--- config.mk ---
export PLATFORM = sky130hd
export DESIGN_NAME = i2c_regport
export DESIGN_NICKNAME = d
export VERILOG_FILES = /design/src/rtl/i2c_regport_pkg.sv /design/src/rtl/i2c_line_sense.sv /design/src/rtl/i2c_link_fsm.sv /design/src/rtl/i2c_reg_bank.sv /design/src/rtl/i2c_regport.sv
export SDC_FILE = /design/constraint.sdc
export NUM_CORES = 1
export LEC_CHECK = 0
export BUFFER_PORTS_ARGS = -buffer_cell sky130_fd_sc_hd__buf_4
export CAP_MARGIN = 20
export CORE_ASPECT_RATIO = 1.4
export CORE_MARGIN = 3
export CORE_UTILIZATION = 30
export CTS_CLUSTER_DIAMETER = 100
export CTS_CLUSTER_SIZE = 16
export DETAILED_ROUTE_END_ITERATION = 12
export PLACE_DENSITY = 0.55
export SETUP_SLACK_MARGIN = 0.1
export SYNTH_ARGS = -nofsm -noshare
export SYNTH_HDL_FRONTEND = slang
export SYNTH_SLANG_ARGS = --single-unit
--- constraint.sdc ---
create_clock -name clk -period 4.2 [get_ports clk]
set_clock_uncertainty 0.2 [all_clocks]
set_input_delay 0.84 -clock clk [delete_from_list [all_inputs] [get_ports clk]]
set_output_delay 0.84 -clock clk [all_outputs]
set_load 0.005 [all_outputs]
--- src/rtl/i2c_regport_pkg.sv ---
package i2c_regport_pkg;

  typedef enum logic [2:0] {
    LK_IDLE,
    LK_ADDR,
    LK_AACK,
    LK_WDATA,
    LK_WACK,
    LK_RDATA,
    LK_RACK,
    LK_SKIP
  } link_state_t;

  // Address byte decode: own address with either direction, or a general call write.
  function automatic logic addr_match(input logic [7:0] abyte, input logic sel,
                                      input logic [6:0] addr_hi, input logic [6:0] addr_lo);
    logic [6:0] own;
    own = sel ? addr_hi : addr_lo;
    return (abyte[7:1] == own) || (abyte == 8'h00);
  endfunction

  function automatic logic is_general_call(input logic [7:0] abyte);
    return abyte == 8'h00;
  endfunction

endpackage

--- src/rtl/i2c_line_sense.sv ---
module i2c_line_sense #(
  parameter int STAGES = 2
) (
  input  logic clk,
  input  logic rst_n,
  input  logic scl_in,
  input  logic sda_in,
  output logic sda_s,
  output logic scl_rise,
  output logic scl_fall,
  output logic start_evt,
  output logic stop_evt
);
  logic [STAGES-1:0] scl_chain, sda_chain;
  logic scl_d, sda_d, scl_s;

  always_ff @(posedge clk or negedge rst_n) begin
    if (!rst_n) begin
      scl_chain <= '1;
      sda_chain <= '1;
      scl_d     <= 1'b1;
      sda_d     <= 1'b1;
    end else begin
      scl_chain <= {scl_chain[STAGES-2:0], scl_in};
      sda_chain <= {sda_chain[STAGES-2:0], sda_in};
      scl_d     <= scl_s;
      sda_d     <= sda_s;
    end
  end

  assign scl_s     = scl_chain[STAGES-1];
  assign sda_s     = sda_chain[STAGES-1];
  assign scl_rise  = scl_s & ~scl_d;
  assign scl_fall  = ~scl_s & scl_d;
  assign start_evt = scl_s & scl_d & sda_d & ~sda_s;
  assign stop_evt  = scl_s & scl_d & ~sda_d & sda_s;
endmodule

--- src/rtl/i2c_link_fsm.sv ---
module i2c_link_fsm
  import i2c_regport_pkg::*;
#(
  parameter int         NUM_REGS = 4,
  parameter int         REG_W    = 8,
  parameter int         ID_W     = 4,
  parameter logic [3:0] CHIP_ID  = 4'b0010,
  parameter logic [6:0] ADDR_HI  = 7'h48,
  parameter logic [6:0] ADDR_LO  = 7'h50,
  localparam int STAT_W = REG_W - ID_W,
  localparam int IDX_W  = $clog2(NUM_REGS + 1),
  localparam int WIX_W  = (NUM_REGS > 1) ? $clog2(NUM_REGS) : 1,
  localparam int CNT_W  = $clog2(REG_W + 1)
) (
  input  logic              clk,
  input  logic              rst_n,
  input  logic              sda_s,
  input  logic              scl_rise,
  input  logic              scl_fall,
  input  logic              start_evt,
  input  logic              stop_evt,
  input  logic              addr_sel,
  input  logic [STAT_W-1:0] status_in,
  output logic              sda_pull,
  output logic              wr_en,
  output logic [WIX_W-1:0]  wr_idx,
  output logic [REG_W-1:0]  wr_data,
  output logic              soft_rst
);
  localparam logic [CNT_W-1:0] FULL = CNT_W'(REG_W);
  localparam logic [IDX_W-1:0] LAST = IDX_W'(NUM_REGS);

  link_state_t       state;
  logic [CNT_W-1:0]  cnt;
  logic [REG_W-1:0]  shreg;
  logic [IDX_W-1:0]  idx;
  logic [STAT_W-1:0] stat_q;
  logic              rw, gc;

  function automatic logic [REG_W-1:0] read_word(input logic [STAT_W-1:0] st);
    return {CHIP_ID[ID_W-1:0], st};
  endfunction

  always_ff @(posedge clk or negedge rst_n) begin
    if (!rst_n) begin
      state    <= LK_IDLE;
      cnt      <= '0;
      shreg    <= '0;
      idx      <= '0;
      stat_q   <= '0;
      rw       <= 1'b0;
      gc       <= 1'b0;
      sda_pull <= 1'b0;
      wr_en    <= 1'b0;
      wr_idx   <= '0;
      wr_data  <= '0;
      soft_rst <= 1'b0;
    end else begin
      wr_en    <= 1'b0;
      soft_rst <= 1'b0;
      if (start_evt) begin
        state    <= LK_ADDR;
        cnt      <= '0;
        idx      <= '0;
        sda_pull <= 1'b0;
      end else if (stop_evt) begin
        state    <= LK_IDLE;
        sda_pull <= 1'b0;
      end else begin
        unique case (state)
          LK_ADDR: begin
            if (scl_rise) begin
              shreg <= {shreg[REG_W-2:0], sda_s};
              cnt   <= cnt + 1'b1;
            end else if (scl_fall && cnt == FULL) begin
              if (addr_match(shreg, addr_sel, ADDR_HI, ADDR_LO)) begin
                sda_pull <= 1'b1;
                rw       <= shreg[0];
                gc       <= is_general_call(shreg);
                stat_q   <= status_in;
                state    <= LK_AACK;
              end else begin
                state <= LK_SKIP;
              end
            end
          end
          LK_AACK: begin
            if (scl_fall) begin
              if (rw) begin
                sda_pull <= ~read_word(stat_q)[REG_W-1];
                shreg    <= {read_word(stat_q)[REG_W-2:0], 1'b0};
                cnt      <= CNT_W'(1);
                state    <= LK_RDATA;
              end else begin
                sda_pull <= 1'b0;
                cnt      <= '0;
                state    <= LK_WDATA;
              end
            end
          end
          LK_WDATA: begin
            if (scl_rise) begin
              shreg <= {shreg[REG_W-2:0], sda_s};
              cnt   <= cnt + 1'b1;
            end else if (scl_fall && cnt == FULL) begin
              sda_pull <= 1'b1;
              state    <= LK_WACK;
              if (gc) begin
                soft_rst <= (shreg == REG_W'(6));
              end else begin
                if (idx < LAST) begin
                  wr_en   <= 1'b1;
                  wr_idx  <= WIX_W'(idx);
                  wr_data <= shreg;
                  idx     <= idx + 1'b1;
                end
              end
            end
          end
          LK_WACK: begin
            if (scl_fall) begin
              sda_pull <= 1'b0;
              cnt      <= '0;
              state    <= LK_WDATA;
            end
          end
          LK_RDATA: begin
            if (scl_fall) begin
              if (cnt == FULL) begin
                sda_pull <= 1'b0;
                state    <= LK_RACK;
              end else begin
                sda_pull <= ~shreg[REG_W-1];
                shreg    <= {shreg[REG_W-2:0], 1'b0};
                cnt      <= cnt + 1'b1;
              end
            end
          end
          LK_RACK: begin
            if (scl_fall) state <= LK_SKIP;
          end
          default: ;
        endcase
      end
    end
  end
endmodule

--- src/rtl/i2c_reg_bank.sv ---
module i2c_reg_bank #(
  parameter int                      NUM_REGS  = 4,
  parameter int                      REG_W     = 8,
  parameter logic [NUM_REGS*REG_W-1:0] RESET_VAL = 32'h5A00_3C81,
  localparam int WIX_W = (NUM_REGS > 1) ? $clog2(NUM_REGS) : 1
) (
  input  logic                      clk,
  input  logic                      rst_n,
  input  logic                      wr_en,
  input  logic [WIX_W-1:0]          wr_idx,
  input  logic [REG_W-1:0]          wr_data,
  input  logic                      soft_rst,
  output logic [NUM_REGS*REG_W-1:0] regs_out
);
  for (genvar k = 0; k < NUM_REGS; k++) begin : g_reg
    logic [REG_W-1:0] q;
    always_ff @(posedge clk or negedge rst_n) begin
      if (!rst_n)                                q <= RESET_VAL[k*REG_W +: REG_W];
      else if (soft_rst)                         q <= RESET_VAL[k*REG_W +: REG_W];
      else if (wr_en && wr_idx == WIX_W'(k))     q <= wr_data;
    end
    assign regs_out[k*REG_W +: REG_W] = q;
  end
endmodule

--- src/rtl/i2c_regport.sv ---
module i2c_regport #(
  parameter int                        NUM_REGS  = 4,
  parameter int                        REG_W     = 8,
  parameter int                        ID_W      = 4,
  parameter logic [3:0]                CHIP_ID   = 4'b0010,
  parameter logic [6:0]                ADDR_HI   = 7'h48,
  parameter logic [6:0]                ADDR_LO   = 7'h50,
  parameter int                        SYNC_LEN  = 2,
  parameter logic [NUM_REGS*REG_W-1:0] RESET_VAL = 32'h5A00_3C81,
  localparam int STAT_W = REG_W - ID_W,
  localparam int WIX_W  = (NUM_REGS > 1) ? $clog2(NUM_REGS) : 1
) (
  input  logic                      clk,
  input  logic                      rst_n,
  input  logic                      scl_in,
  input  logic                      sda_in,
  input  logic                      addr_sel,
  input  logic [STAT_W-1:0]         status_in,
  output logic [NUM_REGS*REG_W-1:0] regs_out,
  output logic                      sda_pull
);
  logic             sda_s, scl_rise, scl_fall, start_evt, stop_evt;
  logic             wr_en, soft_rst;
  logic [WIX_W-1:0] wr_idx;
  logic [REG_W-1:0] wr_data;

  i2c_line_sense #(.STAGES(SYNC_LEN)) u_sense (
    .clk(clk), .rst_n(rst_n), .scl_in(scl_in), .sda_in(sda_in),
    .sda_s(sda_s), .scl_rise(scl_rise), .scl_fall(scl_fall),
    .start_evt(start_evt), .stop_evt(stop_evt)
  );

  i2c_link_fsm #(
    .NUM_REGS(NUM_REGS), .REG_W(REG_W), .ID_W(ID_W), .CHIP_ID(CHIP_ID),
    .ADDR_HI(ADDR_HI), .ADDR_LO(ADDR_LO)
  ) u_fsm (
    .clk(clk), .rst_n(rst_n), .sda_s(sda_s), .scl_rise(scl_rise),
    .scl_fall(scl_fall), .start_evt(start_evt), .stop_evt(stop_evt),
    .addr_sel(addr_sel), .status_in(status_in), .sda_pull(sda_pull),
    .wr_en(wr_en), .wr_idx(wr_idx), .wr_data(wr_data), .soft_rst(soft_rst)
  );

  i2c_reg_bank #(.NUM_REGS(NUM_REGS), .REG_W(REG_W), .RESET_VAL(RESET_VAL)) u_bank (
    .clk(clk), .rst_n(rst_n), .wr_en(wr_en), .wr_idx(wr_idx),
    .wr_data(wr_data), .soft_rst(soft_rst), .regs_out(regs_out)
  );
endmodule

Word level (Yosys, flattened, before mapping)
Index checks and enable logic that the tools add are counted.
{"block": "op_classes", "add_sub_neg": 2, "n_lt_le_gt_ge": 1, "eq_ne": 35, "n_mux": 71, "bitwise_logic": 16, "reduce_logical": 27}
{"op": "2-to-1 mux 8 bit", "n": 13}
{"op": "2-to-1 mux 3 bit", "n": 20}
{"op": "!= test 4 x 3 -> 1 bit (second input constant)", "n": 8}
{"op": "2-to-1 mux 4 bit", "n": 7}
{"op": "2-to-1 mux 1 bit", "n": 26}
{"op": "case mux 8 bit (3 select lines)", "n": 1}
{"op": "case mux 3 bit (6 select lines)", "n": 1}
{"op": "case mux 4 bit (4 select lines)", "n": 1}
{"op": "AND reduction 7 bit", "n": 2}
{"op": "nonzero test 2 bit", "n": 7}
{"op": "AND reduction 6 bit", "n": 2}
{"op": "!= test 2 x 1 -> 1 bit (second input constant)", "n": 5}
{"op": "AND reduction 10 bit", "n": 1}
{"op": "equality test 3 bit (second input constant)", "n": 3}
{"op": "!= test 3 x 2 -> 1 bit (second input constant)", "n": 3}
{"op": "NOT 1 bit", "n": 9}
{"op": "AND reduction 9 bit", "n": 1}
{"op": "equality test 8 x 3 -> 1 bit (second input constant)", "n": 1}
{"op": "zero test 8 bit", "n": 1}
{"op": "!= test 4 bit (second input constant)", "n": 2}
{"op": "AND reduction 8 bit", "n": 1}
{"op": "nonzero test 8 bit", "n": 1}
{"op": "bitwise AND 1 bit", "n": 7}
{"op": "equality test 7 bit", "n": 1}
{"op": "20 further kinds", "n": 28}
{"block": "totals", "reg_bits": 75, "inputBits": 9, "output_inout_bits": 33, "wordCells": 172}

Logic depth before layout (Yosys ltp)
{"block": "logic_depth", "ltp_word": 9, "mapped_depth": 9, "mapped_depth_nobuf": 9}

By module
Synthesis repeated with hierarchy kept, for this count alone.
{"block": "unflattened", "hier_cells": 323, "area_unflattened_um2": 3568.4}
{"mod": "i2c_link_fsm", "instances": 1, "cells_each": 184, "area_each_um2": 1888.1, "seq_area_each_um2": 925.9}
{"mod": "i2c_reg_bank", "instances": 1, "cells_each": 129, "area_each_um2": 1490.2, "seq_area_each_um2": 813.3}
{"mod": "i2c_line_sense", "instances": 1, "cells_each": 10, "area_each_um2": 190.2, "seq_area_each_um2": 157.7}

Worst setup path before layout
Ideal clock, no wire load.
{"block": "synth_path", "path_kind": "input port to flip-flop", "start": "in addr_sel", "end": "reg u_fsm.sda_pull", "setup_ns": 0.128, "arrival_time_ns": 2.056, "required_ns": 3.872, "slack_ns": 1.816, "path_stages": 6, "path_buffers": 0, "cell_sequence": "and3b_1 > o211ai_2 > a21boi_2 > and4_1 > o31ai_1 > mux2_1"}
{"block": "synth_between", "elab_chain_cells": 5}
{"item": "from (decl)", "line_no": "i2c_regport.sv:17", "rtl": "input logic addr_sel,"}
{"item": "2-to-1 mux 5 bit", "line_no": "i2c_regport_pkg.sv:18", "rtl": "own = sel ? addr_hi : addr_lo;"}
{"item": "equality test 7 bit", "line_no": "i2c_regport_pkg.sv:19", "rtl": "return (abyte[7:1] == own) || (abyte == 8'h00);"}
{"item": "logical OR 1 bit", "line_no": "i2c_regport_pkg.sv:19"}
{"item": "!= test 4 x 3 -> 1 bit (no source line)"}
{"item": "AND reduction 9 bit (no source line)"}
{"item": "to (signal assigned)", "line_no": "i2c_link_fsm.sv:90", "rtl": "sda_pull <= ~read_word(stat_q)[REG_W-1];"}
{"item": "to (signal assigned)", "line_no": "i2c_link_fsm.sv:133", "rtl": "sda_pull <= ~shreg[REG_W-1];"}
{"item": "to (decl)", "line_no": "i2c_link_fsm.sv:24", "rtl": "output logic sda_pull,"}
Every way passes these cells.
A chain may end at the register's enable or synchronous reset.

Final worst setup path
{"block": "layout_path", "start": "reg u_fsm.state[2]", "end": "reg u_fsm.shreg[0]"}
{"block": "layout_between", "elab_chain_cells": 4, "word_cells_on_any_way": 13, "classes_between": "eq/ne (9); mux (1); reduce/logical (3)"}
{"item": "from (decl)", "line_no": "i2c_link_fsm.sv:33", "rtl": "link_state_t state;"}
{"item": "from (signal assigned)", "line_no": "i2c_link_fsm.sv:46", "rtl": "state <= LK_IDLE;"}
{"item": "from (signal assigned)", "line_no": "i2c_link_fsm.sv:62", "rtl": "state <= LK_ADDR;"}
{"item": "from (signal assigned)", "line_no": "i2c_link_fsm.sv:67", "rtl": "state <= LK_IDLE;"}
{"item": "equality test 3 x 1 -> 1 bit / equality test 3 x 2 -> 1 bit (equally long branches)", "line_no": "i2c_link_fsm.sv:70", "rtl": "unique case (state)"}
{"item": "OR reduction 2 bit (no source line)"}
{"item": "!= test 2 x 1 -> 1 bit (no source line) / nonzero test 3 bit (equally long branches)"}
{"item": "AND reduction 8 bit (no source line)"}
{"item": "to (signal assigned)", "line_no": "i2c_link_fsm.sv:73", "rtl": "shreg <= {shreg[REG_W-2:0], sda_s};"}
{"item": "to (signal assigned)", "line_no": "i2c_link_fsm.sv:91", "rtl": "shreg <= {read_word(stat_q)[REG_W-2:0], 1'b0};"}
{"item": "to (signal assigned)", "line_no": "i2c_link_fsm.sv:103", "rtl": "shreg <= {shreg[REG_W-2:0], sda_s};"}
{"item": "to (decl)", "line_no": "i2c_link_fsm.sv:35", "rtl": "logic [REG_W-1:0] shreg;"}
Parallel ways exist; a longest one is shown, timed or not.

==> key figures <==
STA
  – Fmax: between 400 and 500 MHz
  – Setup TNS: 0 ns
  – Final setup vio count: 0
  – Tcrit/Tclk final: about three fifths
  – Worst slew pin tran: 0.979 ns
  – Worst rel slew slack: between 30% and 40%
  – Fin. max-slew vios: 0
  – Final worst path period need: between 2 and 2.5 ns
  – Final hold vios: 0
  – Setup WS post-layout: roughly 1.7 ns
  – RSZ-0062 raised after global routing: no

Global routing
  – Overflow after GRT: 0
  – Pin count of the biggest net entering global routing: 76
  – First-pass GRT wire length: between 10 and 15 mm
  – GRT Total Usage: approximately an eighth
  – Initial antenna violation count: 0
  – Vias in the first global route: ~2700

Floorplanning
  – Initial cell density of the core: 31.3%
  – Core area: between 10000 and 15000 um2
  – Die height: between 100 and 150 um
  – Die area: roughly 13000 um2
  – Top Ports: 42
  – Die Wd: 96.9 um
  – Site row count: 45

Logic synthesis
  – Area of the mapped netlist: 3470 um2
  – Seq/Total Area, Yosys: between 50 and 60%
  – Syn nets: about 350
  – Fraction of registers with async set/reset: 100%
  – Cells after Synth: 340
  – Distinct cell type count after synthesis: between 50 and 60
  – Dominant register cell in the synthesized netlist: dfrtp_1
  – #FFs+latches synth: 75
  – Synth warn: 0
  – EDFF count, synth: 0
  – Avg Cell Area, Syn: around 10 um2

Critical path
  – WS Path Type: reg -> reg
  – Worst Setup Start Kind: flop
  – Critical path peak fanout: 16
  – Worst R2R Start: u_fsm.state[2]
  – Crit path from: u_fsm.state[2]
  – R2R depth: 5
  – Crit-path slowest cell: a21oi_2
  – Critical path required time: between 4 and 5 ns
  – Crit. End Element: flop
  – CP Depth: 5
  – Delay-heaviest family, CP: simple AND/OR/NAND/NOR gates
  – CP Cell Sequence: nand2_1, nand2_1, a21oi_2, nand3_1, o21ai_1
  – Worst path bufs/invs: 0
  – CP most frequent cell: nand2_1
  – Critical Path AT: ~2.6 ns
  – CP peak stage delay: 0.68 ns

Placed design
  – Final GP Congestion: about 0.86
  – Inst Count DP: slightly above 500
  – Placed Area: 3890 um2
  – DP Worst Slack: between 1.5 and 2 ns
  – HPWL after DPL: 5.56 mm
  – Port bufs: approximately 40

Clock network
  – Post_cts resized: 0
  – # clock sinks: between 70 and 80
  – H-tree Lvls: 3
  – Total CTS buffers: 9
  – CTS tree: yes
  – Clock-pin slew on the worst setup and hold paths: ~0.060 ns
  – Hold Buf Count CTS: 0
  – Root Driver: clkbuf_16
  – Postcts setup bufs: 0
  – Max clock buf depth: 2
  – Clock Latency Late Sink: about 0.33 ns

Power
  – Worst VDD drop: ~0.28 mV
  – P_leak: roughly 2 nW
  – Switching part of the total power: between 30% and 40%
  – Tot Pwr: approximately 2.2 mW
  – Power Density: about 520 nW/um2
  – Part of the power in registers: between 40% and 50%
  – Comb pwr share: a little over a fifth
  – Internal: 1.49 mW
  – Sw Pwr: ~680 uW
  – Clock power share: 35.7%

Layout
  – Layout cell share with drive strength beyond 1: between 20% and 30%
  – Most common library cell in the layout ignoring fill and taps: nand2_1
  – Post-route design area: about 4200 um2
  – Area delta synth->final: 20.8%
  – Most frequent cells in the layout: nand2_1, dfrtp_1, buf_4
  – Layout Cells excl Fill: roughly 530
  – N_diodes: 0
  – Filler cell count: roughly 1100
  – Nets@finish: about 390

Flow run
  – Max cap viols: 0

Drt
  – Final ANT Viol Nets: 0
  – Wirelength, routed: just under 8 mm
  – DR vias: around 2600
  – Drt first-iter violations: 100
  – Drt pass-1 iters: 4
  – Per-cell routed wire length: ~15 um
  – Number of remaining DRC errors: 0
  – Via density: ~5

Hold path
  – Hold Crit Start: u_sense.sda_chain[0]
  – WHS Path Cells: 0
  – Hold crit path type: reg -> reg

Outcome
  – Outcome: finished clean
-- stage by stage --
stage	hold WS, ns	util [%]
after global placement	0.145	35.1
after global routing	0.158	37.8
after floorplan	0.145	-
final	0.153	37.8
after CTS	0.155	37.8
after detailed placement	0.147	35.1
-- per-layer routing --
| layer | vias up | track usage, % | wire length (um) |
|---|---|---|---|
| met3 | 14 | 4.35 | 390 |
| li1 | 1253 | - | - |
| met4 | 0 | 5.85 | 158 |
| met1 | 1279 | 15.7 | 3480 |
| met2 | 72 | 20.6 | 3860 |
| met5 | - | 0 | 0 |
-- kinds of logic (layout without fill, tap and decap cells) --
kind of cell | Yosys count | count (layout) | synth area share (%)
flip-flops | 75 | 75 | 54.6
XOR/XNOR | 2 | 2 | 0.721
buffers and inverters | 20 | 64 | 2.81
AND/OR/NAND/NOR | 160 | 160 | 22.1
adder cells (fa/ha/maj) | 3 | 3 | 1.08
multiplexers | 25 | 25 | 7.42
AO/OA/AOI/OAI | 55 | 55 | 11.2
-- power groups by stage --
stage               Clock, mW  Combinational (mW)  Sequential [mW]
global placement            0               0.469            0.931
CTS                     0.808               0.484            0.921
detailed placement          0               0.482            0.933
global route            0.845               0.539            0.940
floorplan                   0               0.433            0.858
finish                  0.777               0.478            0.925
-- worst register-to-register path, cell delays in order, from the launching register on --
cell and delay (ns):
dfrtp_1 0.54, nand2_1 0.31, nand2_1 0.36, a21oi_2 0.68, nand3_1 0.22, o21ai_1 0.12
-- flip-flops by register name (all words and copies together), names as in the netlist, 3 cells and up --
signal	cells
u_bank.g.q	32
u_fsm.cnt	4
u_fsm.idx	3
u_fsm.shreg	8
u_fsm.stat_q	4
u_fsm.state	3
u_fsm.wr_data	8
-- synth_stat cells (4+ instances only) --
cell type | number | area, um2
a21oi_1 | 17 | 85.1
clkbuf_1 | 6 | 22.5
dfrtp_1 | 59 | 1480
dfstp_2 | 16 | 420
inv_1 | 5 | 18.8
mux2_2 | 5 | 56.3
mux2i_1 | 19 | 190
nand2_1 | 71 | 267
nand2b_1 | 6 | 37.5
nand3_1 | 7 | 35.0
nand3b_1 | 13 | 97.6
nor2_1 | 34 | 128
nor2b_1 | 4 | 25.0
nor3_1 | 5 | 25.0
o21ai_0 | 11 | 55.1
-- area by class of cell --
class                   instances  area [um2]  area share [%]
clock buffers                  12         256            6.12
well taps                     141         176            4.21
repair buffers                 42         315            7.52
clock inverters                 4        48.8            1.16
flip-flops and latches         75        1900            45.2
multi-input cells             245        1480            35.2
inverters                       6        22.5           0.537
-- worst paths after layout --
| path | slack (ns) | end |
|---|---|---|
| min | 0.15 | u_sense.sda_chain[1] |
| min reg2reg | 0.15 | u_sense.sda_chain[1] |
| max reg2reg | 1.71 | u_fsm.shreg[0] |
| max in group asynchronous | 2.74 | u_fsm.stat_q[3] |
| min in group asynchronous | 0.45 | u_bank.g_reg[2].q[4] |
| max | 1.71 | u_fsm.shreg[0] |
Power figures use the tool's default switching activity.
